`config.mk`:
```
export PLATFORM = sky130hd
export DESIGN_NAME = refdiv_top
export DESIGN_NICKNAME = d
export VERILOG_FILES = /design/src/rtl/refdiv_pkg.sv /design/src/rtl/refdiv_stage.sv /design/src/rtl/refdiv_bandsel.sv /design/src/rtl/refdiv_top.sv
export SDC_FILE = /design/constraint.sdc
export NUM_CORES = 1
export LEC_CHECK = 0
export BUFFER_PORTS_ARGS = -buffer_cell sky130_fd_sc_hd__buf_2
export CAP_MARGIN = 20
export CELL_PAD_IN_SITES_DETAIL_PLACEMENT = 0
export CELL_PAD_IN_SITES_GLOBAL_PLACEMENT = 1
export CORE_ASPECT_RATIO = 1.2
export CORE_MARGIN = 3
export CORE_UTILIZATION = 25
export CTS_CLUSTER_SIZE = 25
export DETAILED_ROUTE_END_ITERATION = 6
export GPL_ROUTABILITY_DRIVEN = 0
export GPL_TIMING_DRIVEN = 1
export PLACE_DENSITY_LB_ADDON = 0.2
export SLEW_MARGIN = 20
export SYNTH_ARGS = -nofsm -noshare
export SYNTH_HDL_FRONTEND = slang
export SYNTH_SLANG_ARGS = --single-unit
```
`constraint.sdc`:
```
create_clock -name clk -period 2.8 [get_ports clk]
set_input_delay 0.56 -clock clk [delete_from_list [all_inputs] [get_ports clk]]
set_output_delay 0.56 -clock clk [all_outputs]
set_load 0.02 [all_outputs]
```
`src/rtl/refdiv_pkg.sv`:
```
package refdiv_pkg;
  localparam int unsigned DEF_DIV_CTL = 8;
  localparam int unsigned DEF_DIV_FM  = 40;
  localparam int unsigned DEF_DIV_AM  = 25;
  localparam int unsigned DEF_DIV_TOD = 10;

  typedef enum logic {BAND_AM = 1'b0, BAND_FM = 1'b1} band_e;
endpackage

```
`src/rtl/refdiv_stage.sv`:
```
module refdiv_stage #(
  parameter int unsigned RATIO = 8
) (
  input  logic clk,
  input  logic rst,
  input  logic en_i,
  output logic tc_o,
  output logic tap_o
);
  localparam int unsigned CW   = (RATIO > 1) ? $clog2(RATIO) : 1;
  localparam int unsigned HALF = RATIO / 2;
  localparam bit          SQ   = (RATIO % 2) == 0;
  localparam logic [CW-1:0] LAST = CW'(RATIO - 1);

  logic [CW-1:0] cnt_q, cnt_nxt;
  logic          tap_q;

  always_comb begin
    tc_o    = en_i && (cnt_q == LAST);
    cnt_nxt = cnt_q;
    if (en_i) cnt_nxt = tc_o ? '0 : cnt_q + 1'b1;
  end

  always_ff @(posedge clk) begin
    if (rst) cnt_q <= '0;
    else     cnt_q <= cnt_nxt;
  end

  generate
    if (SQ) begin : g_square
      always_ff @(posedge clk) begin
        if (rst) tap_q <= 1'b0;
        else     tap_q <= (cnt_nxt >= CW'(HALF));
      end
    end else begin : g_pulse
      always_ff @(posedge clk) begin
        if (rst) tap_q <= 1'b0;
        else     tap_q <= tc_o;
      end

      pulse_width_chk: assert property (@(posedge clk) disable iff (rst)
        tap_q |=> !tap_q);
    end
  endgenerate

  assign tap_o = tap_q;


  cnt_range_chk: assert property (@(posedge clk) disable iff (rst)
    cnt_q <= LAST);

  wrap_zero_chk: assert property (@(posedge clk) disable iff (rst)
    tc_o |=> (cnt_q == '0));
endmodule

```
`src/rtl/refdiv_bandsel.sv`:
```
module refdiv_bandsel (
  input  logic clk,
  input  logic rst,
  input  logic band_fm_i,
  input  logic tc_fm_i,
  input  logic tc_am_i,
  output logic ref_o
);
  import refdiv_pkg::*;

  band_e band_q;
  logic  ref_q;
  logic  sel_tc;

  assign sel_tc = (band_q == BAND_FM) ? tc_fm_i : tc_am_i;

  always_ff @(posedge clk) begin
    if (rst) begin
      band_q <= band_e'(band_fm_i);
      ref_q  <= 1'b0;
    end else begin
      ref_q <= sel_tc;
      if (sel_tc) band_q <= band_e'(band_fm_i);
    end
  end

  assign ref_o = ref_q;


  ref_single_chk: assert property (@(posedge clk) disable iff (rst)
    ref_q |=> !ref_q);

  band_hold_chk: assert property (@(posedge clk) disable iff (rst)
    !ref_q && !$past(rst) |-> (band_q == $past(band_q)));
endmodule

```
`src/rtl/refdiv_top.sv`:
```
module refdiv_top #(
  parameter int unsigned DIV_CTL = refdiv_pkg::DEF_DIV_CTL,
  parameter int unsigned DIV_FM  = refdiv_pkg::DEF_DIV_FM,
  parameter int unsigned DIV_AM  = refdiv_pkg::DEF_DIV_AM,
  parameter int unsigned DIV_TOD = refdiv_pkg::DEF_DIV_TOD
) (
  input  logic clk,
  input  logic rst,
  input  logic band_fm_i,
  output logic ctl_clk_o,
  output logic fm_ref_o,
  output logic am_ref_o,
  output logic tod_o,
  output logic ref_o
);
  localparam int unsigned NSTG = 4;
  localparam int unsigned RATIOS [NSTG] = '{DIV_CTL, DIV_FM, DIV_AM, DIV_TOD};

  logic [NSTG:0]   en;
  logic [NSTG-1:0] tap;

  assign en[0] = 1'b1;

  generate
    for (genvar s = 0; s < NSTG; s++) begin : g_stage
      refdiv_stage #(.RATIO(RATIOS[s])) u_stage (
        .clk   (clk),
        .rst   (rst),
        .en_i  (en[s]),
        .tc_o  (en[s+1]),
        .tap_o (tap[s])
      );
    end
  endgenerate

  assign ctl_clk_o = tap[0];
  assign fm_ref_o  = tap[1];
  assign am_ref_o  = tap[2];
  assign tod_o     = tap[3];

  refdiv_bandsel u_sel (
    .clk       (clk),
    .rst       (rst),
    .band_fm_i (band_fm_i),
    .tc_fm_i   (en[2]),
    .tc_am_i   (en[3]),
    .ref_o     (ref_o)
  );


  fm_edge_chk: assert property (@(posedge clk) disable iff (rst)
    (fm_ref_o != $past(fm_ref_o)) |-> (!ctl_clk_o && $past(ctl_clk_o)));

  tod_edge_chk: assert property (@(posedge clk) disable iff (rst)
    (tod_o != $past(tod_o)) |-> am_ref_o);

  fm_ref_align_chk: assert property (@(posedge clk) disable iff (rst)
    (ref_o && !am_ref_o) |-> (!fm_ref_o && $past(fm_ref_o)));
endmodule

```
# Word-level counts from Yosys, hierarchy flattened
# Cells that the tools add are included.
# totals
register_bits,24
in_bits,3
# classes
n_reduce_logical,4
n_eq_ne,4
muxes,9
order_cmp,3
addsub,4
# ops
cell,count
$mux 6,2
$mux 4,2
$add 6x1->6 const B,1
$eq 6x6->1 const B,1
$ge 6x5->1 const B,1
$add 5x1->5 const B,1
$eq 5x5->1 const B,1
$mux 5,1
$add 4x1->4 const B,1
$eq 4x4->1 const B,1
$ge 4x3->1 const B,1
$add 3x1->3 const B,1
$eq 3x3->1 const B,1
$ge 3x3->1 const B,1
$logic_and 1x1->1,3
$mux 1,3
$mux 3,1
$reduce_bool 2->1,1

# Depth between registers and ports, before layout
# depth
word_depth,7
ltp_mapped,8
mapped_depth_nobuf,6

# By module
# Synthesis repeated with hierarchy kept, for this count alone.
# unflattened
hier_cells,111
area_unflattened_um2,1131.1
# modules_own_cells
module,seq_area_each_um2,cells_each,instances,area_per_inst_um2
refdiv_stage (g_stage[1].u_stage),140.1,32,1,325.3
refdiv_stage (g_stage[2].u_stage),120.1,29,1,305.3
refdiv_stage (g_stage[3].u_stage),100.1,29,1,274.0
refdiv_stage (g_stage[0].u_stage),60.1,15,1,152.6
refdiv_bandsel,50.0,5,1,70.1
refdiv_top,0.0,1,1,3.8

# Worst setup path after synthesis
# Ideal clock, no wire load.
# synth_timing
path_kind,reg-to-reg
start,register g_stage[0].u_stage.cnt_q[0]
end,register g_stage[3].u_stage.tap_q
setup_ns,0.116
required_time_ns,2.684
setup_slack_ns,0.951
stages_incl_launch_ff,9
period_less_slack_ns,1.849
path_buffers,2
arrival_ns,1.733
cell_sequence,dfxtp_1 > ha_1 > ha_1 > buf_2 > and3_1 > and3_1 > clkbuf_2 > or3_1 > a31o_1
# synth_between
elab_chain_len,7
# synth_lines
item,line,text
from (decl),refdiv_stage.sv:15,"logic [CW-1:0] cnt_q, cnt_nxt;"
from (signal assigned),refdiv_stage.sv:26,else cnt_q <= cnt_nxt;
$eq 3x3->1 (*),refdiv_stage.sv:19,tc_o = en_i && (cnt_q == LAST);
$logic_and 1x1->1 (*) (2 in a row),refdiv_stage.sv:19,
$logic_and 1x1->1,refdiv_stage.sv:19,
$mux 4,refdiv_stage.sv:21,if (en_i) cnt_nxt = tc_o ? '0 : cnt_q + 1'b1;
$mux 4 (*),refdiv_stage.sv:21,
$ge 4x3->1 (*),refdiv_stage.sv:33,else tap_q <= (cnt_nxt >= CW'(HALF));
to (signal assigned),refdiv_stage.sv:33,
to (decl),refdiv_stage.sv:16,logic tap_q;
# Mark *: on every way between the ends. The rest lies on a longest branch, timed or not.
# A chain may end at the register's enable or synchronous reset.

# Final worst setup path
# Same ends and word-level chain as after synthesis.

==> run metrics <==
status=finished clean; Die H=76.7 µm; CP Max Fanout=11; mapped cell area=0.00104 mm²; fin util=29.3%; CTS Buf Count=3; ANT nets after route=0; First-pass DRT Iterations=4; Syn Area/Cell=9.65 µm²; post-synthesis cell count=108; Final setup viols=0; dpl hpwl=1370 µm; CTS Buffer Depth=2; drt wl/cell=11.5 µm; Die Area=0.00498 mm²; relative slew slack=70.6%; RSZ-0062 raised after global routing=no; worst slew pin tran=441 ps; hold-fix buffers at CTS=0; CTS tree=done; Ys Warns=0; Initial Util=26.2%; TNS Setup=0 ps; P&R area growth vs syn=11.8%; Clock Latency Late Sink=260 ps; gr usage total=9.01%; Setup Crit Path Kind=flip-flop to flip-flop; Crit path arrival time=2220 ps; CP endpoint kind=flip-flop; highest metal used=met4; vias in the first global route=757; buffers added on ports=7; Yosys reg bits=23; VDD IR max=171 µV; Slew Viols, Final=0; clock-pin slew on the worst setup and hold paths=80 ps; CTS Sinks=23; static leakage=0.469 nW; Hold Vio Cnt, Final=0; register area share after synthesis=45.1%; H-tree depth=1; Core Box Area=0.00397 mm²; Detailed Route Iter0 Violations=35; diode count=0; hold crit path type=flip-flop to flip-flop; Die Wd=64.9 µm; layout cell share with drive strength beyond 1=12.3%; Via density=4.44; fin crit share=73.7%; root buf cell=clkbuf_8; PostCTS Resize Cnt=0; met2 wire len=852 µm; DRC=0; # rows=25; Worst EP required=2960 ps; I/O pins=8; pwr/cell area=480 mW/mm²; total power draw=0.559 mW; Final min period=2060 ps; postcts setup bufs=0; Synth cell types=34; routed vias=746; initial antenna violation count=0; WL met3=56 µm; first-pass GRT wire length=3610 µm; Worst setup SP type=flip-flop; total grt overflow=0; nets@finish=125; WL final=1930 µm; wl on met1=1000 µm; f_max=485 MHz; max_cap viols=0; syn_nets=118; largest net degree at the start of global routing=22; clk_skew=3.32 ps
-- cells in the mapped netlist, drive strengths merged --
master	n	area share [%]
and4b	1	1.3
edfxtp	1	2.9
nor2	8	2.9
dfxtp	22	42
mux2	1	1.1
nor2b	3	1.8
a32o	1	0.96
and2	1	0.60
or3	3	1.8
o32ai	1	0.84
buf	2	1.2
ha	7	8.4
nor3	7	3.4
o21ai	1	0.48
mux2i	2	1.9
and3b	1	0.84
nand2	9	3.2
a21boi	1	0.72
o2111ai	1	0.84
and3	5	3.0
nand4	3	1.8
nand3	4	2.4
xnor2	3	2.5
nor3b	2	2.5
a21o	1	0.72
xor2	5	4.2
clkbuf	3	1.2
a31o	1	0.84
a21oi	4	1.9
inv	4	1.4
-- metal layers --
metal  track usage, %  vias up
met1             12.9      353
met3             2.34        2
met5                0        -
met4             3.81        0
met2             12.6        6
li1                 -      385
-- final cells by class --
class                   count  area [µm²]
multi-input cells          76         532
repair buffers              7        35.0
well taps                  54        67.6
fillers                   451        2810
clock buffers               4        45.0
flip-flops and latches     23         470
inverters                   4        15.0
-- per-stage QoR --
| stage | cells | hold WS [ps] | setup WS, ps | area (µm²) |
|---|---|---|---|---|
| final | 168 | 431 | 737 | 1160 |
| after global routing | 168 | 448 | 588 | 1160 |
| after CTS | 168 | 435 | 741 | 1160 |
| after detailed placement | 164 | 423 | 756 | 1120 |
| after global placement | 164 | 412 | 824 | 1120 |
| after floorplan | 108 | 404 | 951 | 1040 |
-- state kept, by name, indices dropped and copies added, names as in the netlist --
signal / flops
u_sel.band_q: 1
g_stage.u_stage.tap_o: 4
g_stage.u_stage.cnt_q: 17
u_sel.ref_o: 1
-- cells by family (layout without fill, tap and decap cells) --
| family | count (synthesis) | after routing | share of synthesized area (%) |
|---|---|---|---|
| simple gates | 47 | 47 | 25.6 |
| flops | 23 | 23 | 45.1 |
| compound gates | 11 | 11 | 7.32 |
| buf+inv | 9 | 15 | 3.84 |
| xor+xnor | 8 | 8 | 6.72 |
| fa+ha+maj | 7 | 7 | 8.40 |
| mux | 3 | 3 | 3.00 |
-- layout by cell type, fill, tap and decap left out --
master | Yosys | layout
dfxtp_1 | 22 | 22
and3b_1 | 1 | 1
and4b_4 | 1 | 1
buf_2 | 1 | 7
a21oi_1 | 4 | 4
nor2b_1 | 3 | 3
xor2_1 | 5 | 5
nand3_2 | 1 | 1
inv_1 | 4 | 4
mux2_2 | 1 | 1
nor3b_4 | 1 | 1
edfxtp_1 | 1 | 1
nor3_1 | 7 | 7
o21ai_0 | 1 | 1
clkbuf_1 | 2 | 1
a31o_1 | 1 | 1
and2_1 | 1 | 1
ha_1 | 7 | 7
nand3_1 | 3 | 3
or3_1 | 3 | 3
a21o_1 | 1 | 1
nand2_1 | 9 | 9
nor3b_1 | 1 | 1
a32o_1 | 1 | 1
xnor2_1 | 3 | 3
clkbuf_8 | 0 | 3
o32ai_1 | 1 | 1
nor2_1 | 8 | 8
nand4_1 | 3 | 3
o2111ai_1 | 1 | 1
and3_1 | 5 | 5
a21boi_0 | 1 | 1
mux2i_1 | 2 | 2
-- power breakdown --
group	leakage [nW]	internal, mW	switching [mW]	total (mW)
logic	0.259	0.00563	0.0105	0.0161
registers	0.188	0.334	0.00174	0.335
clock network	0.0228	0.101	0.106	0.208
-- critical path: stages (launching register included) --
cell	delay, ps
dfxtp_1	320
ha_1	190
ha_1	260
and3_1	350
and3_1	290
or3_1	320
a31o_1	220
-- worst paths after layout --
check,startpoint,endpoint,slack [ps],cells past startpoint
hold / removal,g_stage[0].u_stage.cnt_q[0]$_SDFF_PP0_,g_stage[0].u_stage.cnt_q[0]$_SDFF_PP0_,430,1
hold reg to reg,g_stage[0].u_stage.cnt_q[0]$_SDFF_PP0_,g_stage[0].u_stage.cnt_q[0]$_SDFF_PP0_,430,1
setup / recovery,g_stage[0].u_stage.cnt_q[0]$_SDFF_PP0_,g_stage[3].u_stage.tap_o$_SDFF_PP0_,740,6
setup reg to reg,g_stage[0].u_stage.cnt_q[0]$_SDFF_PP0_,g_stage[3].u_stage.tap_o$_SDFF_PP0_,740,6
No activity file was read; power rests on OpenSTA's default activity.
